==> src/rtl/irq_status_vector.sv <==
module irq_status_vector #(
  parameter bit NEW_REV = 1'b0
) (
  input  logic        clk,
  input  logic        rst_n,
  input  logic [15:0] flag_set,
  input  logic        bus_busy,
  input  logic        wr_en,
  input  logic        rd_en,
  input  logic [2:0]  addr,
  input  logic [15:0] wdata,
  output logic [15:0] rdata,
  output logic        irq,
  output logic        drq_rx,
  output logic        drq_tx
);
  localparam logic [2:0]  SEL_MASK = 3'd0;
  localparam logic [2:0]  SEL_STAT = 3'd1;
  localparam logic [2:0]  SEL_VEC  = 3'd2;
  localparam logic [2:0]  SEL_DMA  = 3'd3;
  localparam logic [2:0]  SEL_TEST = 3'd4;
  localparam int          MASK_W   = NEW_REV ? 6 : 5;
  localparam logic [5:0]  MASK_KEEP = 6'((1 << MASK_W) - 1);
  localparam logic [15:0] STAT_KEEP = 16'hEFFF;
  localparam logic [15:0] W1C_KEEP  = 16'h0027;
  localparam logic [15:0] DMA_KEEP  = 16'h8080;
  localparam logic [15:0] TEST_SET  = 16'h003F;

  logic [15:0] stat_q, stat_d, dma_q;
  logic [5:0]  mask_q, mask_d, pend;
  logic [4:0]  vec;

  wire wr_mask = wr_en && addr == SEL_MASK;
  wire wr_stat = wr_en && addr == SEL_STAT;
  wire wr_dma  = wr_en && addr == SEL_DMA;
  wire wr_test = wr_en && addr == SEL_TEST;
  wire vec_ack = rd_en && addr == SEL_VEC && !NEW_REV && vec != 5'd0;

  assign pend = stat_q[5:0] & mask_q;

  always_comb begin
    vec = 5'd0;
    for (int i = 5; i >= 0; i--)
      if (pend[i]) vec = 5'(i + 1);
  end

  always_comb begin
    stat_d = stat_q;
    if (NEW_REV && wr_stat) stat_d = stat_d & ~(wdata & W1C_KEEP);
    if (NEW_REV && wr_test && wdata[11]) stat_d = stat_d | TEST_SET;
    if (vec_ack) stat_d = stat_d & ~(16'd1 << (vec - 5'd1));
    stat_d = stat_d | (flag_set & STAT_KEEP);
  end

  always_comb begin
    mask_d = mask_q;
    if (wr_mask) mask_d = wdata[5:0] & MASK_KEEP;
    if (wr_dma && wdata[15]) mask_d[3] = 1'b0;
    if (wr_dma && wdata[7])  mask_d[4] = 1'b0;
  end

  always_ff @(posedge clk) begin
    if (!rst_n) begin
      stat_q <= '0;
      mask_q <= '0;
      dma_q  <= '0;
      irq    <= 1'b0;
      drq_rx <= 1'b0;
      drq_tx <= 1'b0;
    end else begin
      stat_q <= stat_d;
      mask_q <= mask_d;
      if (wr_dma) dma_q <= wdata & DMA_KEEP;
      irq    <= |pend;
      drq_rx <= dma_q[15] & stat_q[3];
      drq_tx <= dma_q[7] & stat_q[4];
    end
  end

  always_comb begin
    case (addr)
      SEL_MASK: rdata = {10'd0, mask_q};
      SEL_STAT: rdata = stat_q | {3'd0, bus_busy, 12'd0};
      SEL_VEC:  rdata = NEW_REV ? 16'd0 : {11'd0, vec};
      SEL_DMA:  rdata = dma_q;
      default:  rdata = 16'd0;
    endcase
  end
endmodule

==> config.mk <==
export PLATFORM = sky130hd
export DESIGN_NAME = irq_status_vector
export DESIGN_NICKNAME = d
export VERILOG_FILES = /design/src/rtl/irq_status_vector.sv
export SDC_FILE = /design/constraint.sdc
export NUM_CORES = 1
export LEC_CHECK = 0
export CORE_MARGIN = 2
export CORE_UTILIZATION = 36
export DETAILED_ROUTE_END_ITERATION = 8
export PLACE_DENSITY_LB_ADDON = 0.1
export RECOVER_POWER = 25
export SYNTH_ARGS = -nofsm -noshare
export SYNTH_HDL_FRONTEND = slang
export SYNTH_SLANG_ARGS = --single-unit
==> constraint.sdc <==
create_clock -name clk -period 1.95 [get_ports clk]
set_input_delay 0.2925 -clock clk [delete_from_list [all_inputs] [get_ports clk]]
set_output_delay 0.2925 -clock clk [all_outputs]
set_load 0.01 [all_outputs]
# Yosys cells after proc, flatten, opt, wreduce, memory -nomap -nowiden
# Index checks and enable logic that the tools add are counted.
# W data, S select, Z words.
totals:
  elab_cells: 40
  regBits: 26
  output_inout_bits: 19
  in_bits: 40
op_classes:
  shifts: 1
  n_bitwise: 8
  n_reduce_logical: 11
  mux: 8
  n_eq_ne: 3
  addsub: 1
ops:
  columns: ["op", "n"]
  rows:
  - ["$pmux W16 S4", 1]
  - ["$and A16 B16 Y16", 1]
  - ["$mux W16", 1]
  - ["$not A16 Y16", 1]
  - ["$or A16 B13 Y16", 1]
  - ["$or A16 B16 Y16", 1]
  - ["$shl A1 B5 Y16 const A", 1]
  - ["$mux W3", 5]
  - ["$and A6 B5 Y6", 1]
  - ["$eq A3 B2 Y1 const B", 2]
  - ["$logic_and A1 B1 Y1", 6]
  - ["$reduce_or A6 Y1", 1]
  - ["$mux W5", 1]
  - ["$reduce_bool A5 Y1", 1]
  - ["$sub A5 B1 Y5 const B", 1]
  - ["$reduce_or A2 Y1", 2]
  - ["$eq A3 B1 Y1 const B", 1]
  - ["$logic_not A3 Y1", 1]
  - ["$and A1 B1 Y1", 2]
  - ["$not A1 Y1", 1]

# Longest topological paths before layout
depth:
  word_depth: 13
  ltp_mapped: 7
  depth_no_buf: 7

# Worst setup path before layout
# OpenSTA, ideal clock, no wires.
synth_timing:
  path_type: "register to register"
  start: "reg stat_q[0]"
  end: "reg stat_q[5]"
  t_required_ns: 1.831
  period_less_slack_ns: 1.808
  stages_incl_launch_ff: 8
  setup_ns: 0.119
  arrival_ns: 1.688
  slack_ns: 0.142
  path_buffers: 0
  path_cell_list: "dfxtp_1 > a222oi_1 > and2b_2 > inv_1 > ha_1 > nor4_1 > and3b_1 > a21oi_1"
synth_between:
  elab_chain_cells: 8
  word_cells_on_any_way: 10
  classes_between: "1 x add/sub; 1 x shift; 2 x mux; 4 x bitwise; 2 x reduce/logical"
synth_lines:
  columns: ["item", "line_no", "text"]
  rows:
  - ["start, declared", "29", "logic [15:0] stat_q, stat_d, dma_q;"]
  - ["start signal, assigned", "71", "stat_q <= stat_d;"]
  - ["$and A6 B5 Y6 (*)", "39", "assign pend = stat_q[5:0] & mask_q;"]
  - ["$mux W5 (*)", "44", "if (pend[i]) vec = 5'(i + 1);"]
  - ["$sub A5 B1 Y5", "51", "if (vec_ack) stat_d = stat_d & ~(16'd1 << (vec - 5'd1));"]
  - ["$shl A1 B5 Y16", "51", null]
  - ["$not A16 Y16", "51", null]
  - ["$and A16 B16 Y16", "51", null]
  - ["$mux W16 (*)", "51", null]
  - ["$or A16 B16 Y16 (*)", "52", "stat_d = stat_d | (flag_set & STAT_KEEP);"]
# Mark *: on every way between the ends. The rest lies on a longest branch, timed or not.
# A chain may end at the register's enable or synchronous reset.

# Final worst setup path
layout_timing:
  start: "reg stat_q[0]"
  end: "out rdata[2]"
layout_between:
  elab_chain_cells: 3
layout_lines:
  columns: ["item", "line_no", "text"]
  rows:
  - ["$and A6 B5 Y6", "39", null]
  - ["$mux W5", "44", null]
  - ["$pmux W16 S4", "81", "case (addr)"]
  - ["end, declared", "12", "output logic [15:0] rdata,"]
# No other way between the ends.

==> qor.yml <==
outcome:
  status: "finished, violations left"
  violations: "negative setup slack"
clock_network:
  clock-sinks: 26
  clk_pin_slew_ns: 0.15
  ctsHoldBuffers: 0
  clk_latency_ns: 0.32
  clockRootBuffer: "clkbuf_4"
  cts_tree: "done"
  htreeDepth: 1
  cts_max_path_buffers: 2
  cts_buffers: 3
cells_and_area:
  fin_area_mm2: 0.00211
  area_growth_pct: 67.2
  utilization: 0.628
  diodes: 0
  area.sequential_um2: 528
  multi_input_area_um2: 782
  drive_gt1_frac: 0.300
  fill_cells: 326
  fin_cells: 266
  fin_nets: 263
sta:
  timing.final.max_slew_violations: 0
  hold_ws_ns: 0.476
  tightestPinTransition_ns: 0.661
  relSlewSlack: 0.558
  finalClockSkew_ns: 0.00530
  period_minus_slack_ns: 2.06
  final_hold_viol_count: 0
  rsz0062_at_grt: "yes"
  period_share: 1.06
  fin_ws_ns: -0.109
  fmax_mhz: 486
  finalSetupViolCount: 18
synth:
  synthMostInstantiatedCell: "dfxtp_1"
  mappedNetlistArea_mm2: 0.00126
  syn-num-nets: 186
  synth_warnings: 0
  synth-edff-count: 0
  ys_ff_latch: 26
  synthArstFlopShare: 0
  postSynthAreaPerCell_um2: 8.78
  yosysTopAreaCell: "dfxtp_1"
  ys_top_cells_by_count: "dfxtp_1 (26), nand2_1 (15), nor2_1 (12)"
  synth_area_leaders: "dfxtp_1 (41%), mux2i_1 (7.1%), and3_1 (5.4%)"
  synth_cells: 144
  synth.distinct_cells: 33
  synth_top_area_share: 0.412
  synth-main-ff-cell: "dfxtp_1"
  seq_area_frac_synth: 0.412
critical_path:
  crit_fanout: 2
  start_kind: "register"
  worstPathArrival_ns: 1.77
  r2r_setup_slack_ns: -0.09
  path_class: "reg -> out"
  endpoint_kind: "output port"
  cp.required_ns: 1.66
routing:
  drtIter0Drc: 56
  vias: 1342
  wl_per_cell_um: 13.5
  wirelength_mm: 3.58
  drc: 0
  viasPerCell: 5.05
  dr.pass1.iters: 4
  antenna_left: 0
power:
  switching_share: 0.232
  switchingPower_w: 0.000269
  combPwrFrac: 0.186
  ir_drop_mv: 0.317
  leakagePower_nw: 0.938
  p_int_w: 0.000892
  power.share.clock: 0.320
  powerDensity_mw_per_mm2: 549
  seq_power_share: 0.494
global_route:
  grt_use_met1: 0.228
  busiest_layer: "met2"
  use_met2: 0.316
  grt_usage: 0.184
  grt_pass1_vias: 1355
  grt_pass1_wl_mm: 5.99
  antenna_found_initial: 0
  use_met3: 0.0411
  grt-ovfl-total: 0
  grt_max_degree: 21
floorplanning:
  dieHeight_um: 63.2
  die_area_mm2: 0.00400
  io_pins: 59
  fp-row-count: 21
  initial_core_util: 0.376
  coreArea_mm2: 0.00336
  die_w_um: 63.2
placement:
  place_congestion: 0.823
  pre_cts_ws_ns: -0.345
  dpl_cell_area_mm2: 0.00198
  port_buffers: 48
  dp_hpwl_mm: 2.71
  dp.cells: 260
min_path:
  hp-class: "reg -> reg"
run:
  drv_cap: 0
## state kept, by name, summed over array words and instances (netlist names)
signal / count
mask_q: 5
irq: 1
dma_q: 2
drq_rx: 1
drq_tx: 1
stat_q: 16
## stage by stage
step | total power (W) | setup TNS, ns
2_1_floorplan | 0.000662 | 0
6_report | 0.00116 | -0.853
5_1_grt | 0.00122 | -2.30
4_1_cts | 0.00116 | -0.818
3_3_place_gp | 0.000791 | -4.04
3_5_place_dp | 0.000795 | -3.69
## path summary, 6_finish.rpt
kind	depth (start not counted)	end	start
max	5	rdata[2]	stat_q[0]
min	1	stat_q[10]	stat_q[10]
max reg2reg	9	stat_q[6]	stat_q[0]
min reg2reg	1	stat_q[10]	stat_q[10]
## placed cells by master, fill, tap and decap left out, types with 8 or more instances in the layout
cell             count
and3_1              10
buf_4               29
clkdlybuf4s50_1     30
dfxtp_1             20
dlygate4sd2_1       13
mux2i_1              9
nand2_1             12
nor2_1              12
o21a_1               8
o21ai_0              8
## power groups by stage
| stage | combinational [W] | sequential (W) | clock, W |
|---|---|---|---|
| 6_report | 0.000216 | 0.000574 | 0.000371 |
| 5_1_grt | 0.000235 | 0.000578 | 0.000405 |
| 4_1_cts | 0.000212 | 0.000572 | 0.000380 |
| 3_5_place_dp | 0.000211 | 0.000584 | 0 |
| 3_3_place_gp | 0.000208 | 0.000583 | 0 |
| 2_1_floorplan | 0.0000791 | 0.000583 | 0 |
## layer usage
| metal | share of wire | up-vias |
|---|---|---|
| met5 | 0 | - |
| met4 | 0.0087 | 0 |
| met1 | 0.46 | 627 |
| li1 | - | 671 |
| met2 | 0.47 | 40 |
| met3 | 0.057 | 4 |
## worst max-delay path: stages (launching register included)
cell      delay (ns)
dfxtp_2         0.35
a222oi_1        0.41
and2b_2         0.22
nand2_1         0.06
a221oi_2        0.23
buf_2           0.17
## cell families after synthesis
family,after synthesis,share of synthesized area
adder cells (fa/ha/maj),2,0.0198
AO/OA/AOI/OAI,34,0.184
buffers and inverters,10,0.0396
AND/OR/NAND/NOR,63,0.273
flip-flops,26,0.412
multiplexers,9,0.0713
## final cells by class
class,count,share of cell area
inverters,3,0.00533
multi-input cells,108,0.370
repair buffers,79,0.323
clock inverters,1,0.0142
clock buffers,3,0.0107
well taps,46,0.0272
flip-flops and latches,26,0.250
## timing repair
| action | in CTS | in global routing |
|---|---|---|
| endpoints found under the setup margin | 22 | 10 |
| gates resized for setup | 40 | 16 |
| pin swaps | 3 | 5 |
| buffers inserted | 2 | 0 |
| endpoints found under the hold margin | 0 | 0 |
(Power assumes the default switching activity.)
